--- config.mk ---
export PLATFORM = sky130hd
export DESIGN_NAME = psg_regbus
export DESIGN_NICKNAME = d
export VERILOG_FILES = /design/src/rtl/psg_regbus_pkg.sv /design/src/rtl/psg_bus_ctrl.sv /design/src/rtl/psg_reg_bank.sv /design/src/rtl/psg_regbus.sv
export SDC_FILE = /design/constraint.sdc
export NUM_CORES = 1
export LEC_CHECK = 0
export BUFFER_PORTS_ARGS = -buffer_cell sky130_fd_sc_hd__clkbuf_2
export CAP_MARGIN = 30
export CORE_MARGIN = 5
export CORE_UTILIZATION = 35
export CTS_BUF_LIST = sky130_fd_sc_hd__clkbuf_8 sky130_fd_sc_hd__clkbuf_16
export DETAILED_ROUTE_END_ITERATION = 8
export GPL_ROUTABILITY_DRIVEN = 1
export GPL_TIMING_DRIVEN = 0
export PLACE_DENSITY_LB_ADDON = 0.25
export SLEW_MARGIN = 20
export SYNTH_ARGS = -nofsm -noshare
export SYNTH_HDL_FRONTEND = slang
export SYNTH_SLANG_ARGS = --single-unit
--- constraint.sdc ---
create_clock -name clk -period 3.9 [get_ports clk]
set_input_delay 0.39 -clock clk [delete_from_list [all_inputs] [get_ports clk]]
set_output_delay 0.39 -clock clk [all_outputs]
set_load 0.01 [all_outputs]
--- src/rtl/psg_regbus_pkg.sv ---
package psg_regbus_pkg;

  // Bus state as {busDir, busCtl}
  typedef enum logic [1:0] {
    BUS_IDLE  = 2'b00,
    BUS_READ  = 2'b01,
    BUS_WRITE = 2'b10,
    BUS_LATCH = 2'b11
  } busCode_e;

  // Strobes from control to datapath
  typedef struct packed {
    logic latchAddr;
    logic wrData;
    logic rdData;
  } busStrobe_t;

endpackage

--- src/rtl/psg_bus_ctrl.sv ---
module psg_bus_ctrl
  import psg_regbus_pkg::*;
(
  input  logic       rstN,
  input  logic       busDir,
  input  logic       busCtl,
  output busStrobe_t strobe
);

  busCode_e code;

  assign code = busCode_e'({busDir, busCtl});

  always_comb begin
    strobe = '0;
    if (rstN) begin
      unique case (code)
        BUS_LATCH: strobe.latchAddr = 1'b1;
        BUS_WRITE: strobe.wrData    = 1'b1;
        BUS_READ:  strobe.rdData    = 1'b1;
        default:   strobe           = '0;
      endcase
    end
  end

endmodule

--- src/rtl/psg_reg_bank.sv ---
module psg_reg_bank
  import psg_regbus_pkg::*;
#(
  parameter int DATA_W   = 8,
  parameter int NUM_REGS = 14,
  parameter int ADDR_W   = 4
) (
  input  logic                       clk,
  input  logic                       rstN,
  input  busStrobe_t                 strobe,
  input  logic [DATA_W-1:0]          dataIn,
  output logic [DATA_W-1:0]          dataOut,
  output logic                       dataOe,
  output logic [ADDR_W-1:0]          curAddr,
  output logic [DATA_W*NUM_REGS-1:0] regImage
);

  localparam int IMG_W  = DATA_W * NUM_REGS;
  localparam int HIGH_W = DATA_W - ADDR_W;

  logic [ADDR_W-1:0] addrQ;
  logic              latchOk;
  logic              addrInRange;
  logic [DATA_W-1:0] rdVal;

  // Upper address bits must be clear for a latch to take effect
  generate
    if (HIGH_W > 0) begin : g_highChk
      assign latchOk = (dataIn[DATA_W-1:ADDR_W] == '0);
    end else begin : g_noHigh
      assign latchOk = 1'b1;
    end
  endgenerate

  always_ff @(posedge clk or negedge rstN) begin
    if (!rstN) begin
      addrQ <= '0;
    end else if (strobe.latchAddr && latchOk) begin
      addrQ <= dataIn[ADDR_W-1:0];
    end
  end

  assign addrInRange = ({1'b0, addrQ} < (ADDR_W+1)'(NUM_REGS));
  assign curAddr     = addrQ;

  // One storage byte per register
  generate
    for (genvar g = 0; g < NUM_REGS; g++) begin : g_reg
      logic [DATA_W-1:0] valQ;
      logic              hit;

      assign hit = strobe.wrData && (addrQ == ADDR_W'(g));

      always_ff @(posedge clk or negedge rstN) begin
        if (!rstN) begin
          valQ <= '0;
        end else if (hit) begin
          valQ <= dataIn;
        end
      end

      assign regImage[g*DATA_W +: DATA_W] = valQ;
    end
  endgenerate

  // Read selection
  always_comb begin
    rdVal = '0;
    if (addrInRange) begin
      for (int k = 0; k < NUM_REGS; k++) begin
        if (addrQ == ADDR_W'(k)) begin
          rdVal = regImage[k*DATA_W +: DATA_W];
        end
      end
    end
  end

  assign dataOut = strobe.rdData ? rdVal : '0;
  assign dataOe  = strobe.rdData;

  logic unusedImg;
  assign unusedImg = ^regImage[IMG_W-1:0] & 1'b0;

endmodule

--- src/rtl/psg_regbus.sv ---
module psg_regbus
  import psg_regbus_pkg::*;
#(
  parameter int DATA_W   = 8,
  parameter int NUM_REGS = 14,
  parameter int ADDR_W   = 4
) (
  input  logic                       clk,
  input  logic                       rstN,
  input  logic                       busDir,
  input  logic                       busCtl,
  input  logic [DATA_W-1:0]          dataIn,
  output logic [DATA_W-1:0]          dataOut,
  output logic                       dataOe,
  output logic [DATA_W*NUM_REGS-1:0] regImage
);

  busStrobe_t        strobe;
  logic [ADDR_W-1:0] curAddr;

  psg_bus_ctrl ctrl_i (
    .rstN   (rstN),
    .busDir (busDir),
    .busCtl (busCtl),
    .strobe (strobe)
  );

  psg_reg_bank #(
    .DATA_W   (DATA_W),
    .NUM_REGS (NUM_REGS),
    .ADDR_W   (ADDR_W)
  ) bank_i (
    .clk      (clk),
    .rstN     (rstN),
    .strobe   (strobe),
    .dataIn   (dataIn),
    .dataOut  (dataOut),
    .dataOe   (dataOe),
    .curAddr  (curAddr),
    .regImage (regImage)
  );

endmodule

==> metrics.yaml <==
outcome:
  status: "finished, final reports clean"
worst_hold_path:
  hold_class: "in2reg"
detailed_routing:
  final_antenna_net_count: 0
  detail_route.iter0.violations: 223
  post_drt_wl_per_cell_um: 22.2
  route.detailed.drc: 0
  viasPerCell: 5.32
  totalWireLength_um: 17800
  first_pass_iters: 5
  vias: 4255
finish:
  layout_common_cells: "132 x clkbuf_2, 116 x dfrtp_1, 115 x mux2_2, 22 x o21ai_0, 17 x clkbuf_16"
  nets: 583
  regArea_um2: 2900
  antenna_cells: 0
  drive_gt1_share_pct: 53.6
  final_cells: 800
  layout_commonest_cell: "clkbuf_2"
  multi_input_area_um2: 2520
  fillers: 1526
  areaGrowthSynthToFinish_pct: 28.0
worst_setup_path:
  crit_required_ns: 3.51
  crit_type: "in2out"
  critPathLaunchType: "input port"
  arrival_ns: 3.17
  cp-end-kind: "primary output"
  critPathMaxFanout: 91
placed_design:
  dpl.hpwl_um: 12800
  pre_cts_ws_ns: 0.859
  io_buffers: 132
  globalplace.congestion: 0.847
  dp.cells: 766
die:
  io_pins: 133
  dieArea_um2: 18500
  core_um2: 15800
  num_rows: 46
  die_y_um: 136
  die_x_um: 136
  initial_core_util_pct: 35.3
sta:
  slew_viol_final: 0
  fin_crit_ns: 3.56
  setup_slack_ns: 0.337
  rsz0062_at_grt: "no"
  maxSlewHeadroom_pct: 48.3
  finalSetupViolCount: 0
  tightest_slew_ns: 0.771
  finalHoldViolCount: 0
  period_share_pct: 91.3
  skew_ns: 0.00675
  fmax_mhz: 281
  fin_hold_ws_ns: 0.323
power:
  switching_share_pct: 29.9
  p_leak_nw: 3.56
  power_frac_comb_pct: 23.2
  p_switching_w: 0.00118
  clkPwrFrac_pct: 38.6
  peakVddDrop_mv: 0.294
  pwr-share-seq_pct: 38.2
  p_int_w: 0.00277
  p_per_area_nw_per_um2: 554
yosys:
  synth_fa_ha_area_share_pct: 0
  synthArstFlopShare_pct: 100
  netlist_area_um2: 5570
  ys_types: 45
  syn_area_per_cell_um2: 13.4
  syn-num-nets: 429
  synthXorXnorAreaFrac_pct: 0
  synth-seq-cells: 116
  yosys_warnings: 0
  synth_edf_count: 0
  synthSimpleGateAreaFrac_pct: 7.68
  synth-compound-area-share_pct: 7.50
  postSynthCellCount: 417
  yosysSeqAreaShare_pct: 52.1
  synth_top_family_by_area: "multiplexers"
  ys.flop_type: "dfrtp_1"
  synthMuxAreaShare_pct: 30.1
clock_tree:
  clk_latency_ns: 0.42
  clockBufferDepth: 2
  ctsHoldBuffers: 1
  clkTransAtPathRegs_ns: 0.05
  post-cts-setup-buffer-count: 0
  cts_resized: 0
  cts_sinks: 116
  numCtsBuffers: 17
  cts_tree: "built"
  cts-root-buf: "clkbuf_16"
  cts_max_level: 4
job:
  maxCapViolCount: 0
global_route:
  grt_max_degree: 92
  grt_pass1_wl_um: 27300
  gr-total-overflow: 0
  grt_antenna_before_repair: 0
  grt_pass1_vias: 4522
  track_usage_pct: 20.1
[cell families (layout without fill, tap and decap cells)]
kind of cell / Yosys count / count (layout)
multiplexers: 139 / 139
AO/OA/AOI/OAI: 62 / 62
buffers and inverters: 31 / 198
flip-flops: 116 / 116
AND/OR/NAND/NOR: 69 / 69
[sequential cells by signal, indices dropped and copies added (netlist names)]
name            flops
bank_i.curAddr      4
bank_i.g.valQ     112
[routing by layer]
metal,part of all wire [%],track usage (%)
met1,43,26.5
met2,48,31.9
met3,7.7,5.63
met4,1.7,6.72
met5,0,0
[through the flow]
stage               power (W)  instance area [um2]  TNS, ns  utilization (%)
global route          0.00413                 7130        0             45.2
global placement      0.00243                 6500   -84.05             41.2
finish                0.00395                 7130        0             45.2
detailed placement    0.00245                 6540        0             41.5
floorplan             0.00205                 5570        0                -
CTS                   0.00399                 7120        0             45.2
[cell usage after synthesis, drive strengths merged, types with 3 or more instances]
| cell type | number | area [um2] |
|---|---|---|
| nand2b | 4 | 32.5 |
| mux4 | 11 | 248 |
| o22ai | 4 | 25.0 |
| o21ai | 22 | 110 |
| inv | 5 | 18.8 |
| o2bb2ai | 5 | 43.8 |
| a211oi | 5 | 37.5 |
| nand3 | 4 | 25.0 |
| a31oi | 3 | 18.8 |
| a221oi | 8 | 70.1 |
| nand2 | 15 | 56.3 |
| nor2b | 3 | 18.8 |
| nor2 | 25 | 171 |
| dfrtp | 116 | 2900 |
| nor3 | 8 | 45.0 |
| buf | 11 | 68.8 |
| a21oi | 4 | 20.0 |
| mux2i | 8 | 80.1 |
| mux2 | 120 | 1350 |
| clkbuf | 15 | 56.3 |
[critical path, stage by stage]
cell and delay, ns:
dlygate4sd3_1 0.53, clkbuf_8 0.29, buf_16 0.38, nand3b_1 0.28, a31oi_1 0.49, o21ai_0 0.22, a211oi_1 0.33, clkbuf_2 0.20
[area by class of cell]
cell class	count	area share, %
flip-flops and latches	116	40.7
multi-input cells	270	35.4
repair buffers	135	9.99
clock buffers	17	5.97
well taps	216	3.79
clock inverters	15	2.11
plain buffers	26	1.76
inverters	5	0.263
[final timing paths]
path	from	to	cells past startpoint	slack [ns]
max	rstN	dataOut[5]	8	0.34
max in group asynchronous	rstN	bank_i.g_reg[3].valQ[6]$_DFFE_PN0P_	3	2.74
min	dataIn[1]	bank_i.g_reg[11].valQ[1]$_DFFE_PN0P_	2	0.32
max reg2reg	bank_i.curAddr[1]$_DFFE_PN0P_	bank_i.g_reg[12].valQ[6]$_DFFE_PN0P_	5	1.64
min in group asynchronous	rstN	bank_i.g_reg[9].valQ[2]$_DFFE_PN0P_	2	0.42
min reg2reg	bank_i.g_reg[6].valQ[2]$_DFFE_PN0P_	bank_i.g_reg[6].valQ[2]$_DFFE_PN0P_	1	0.52
[power by group through the flow]
stage	logic [W]	clock network (W)	registers, W
floorplan	0.000484	0	0.00156
global placement	0.000909	0	0.00152
detailed placement	0.000922	0	0.00153
CTS	0.000926	0.00155	0.00151
global route	0.000995	0.00160	0.00153
finish	0.000916	0.00153	0.00151
Note: power is estimated with default switching activity, not from simulation.
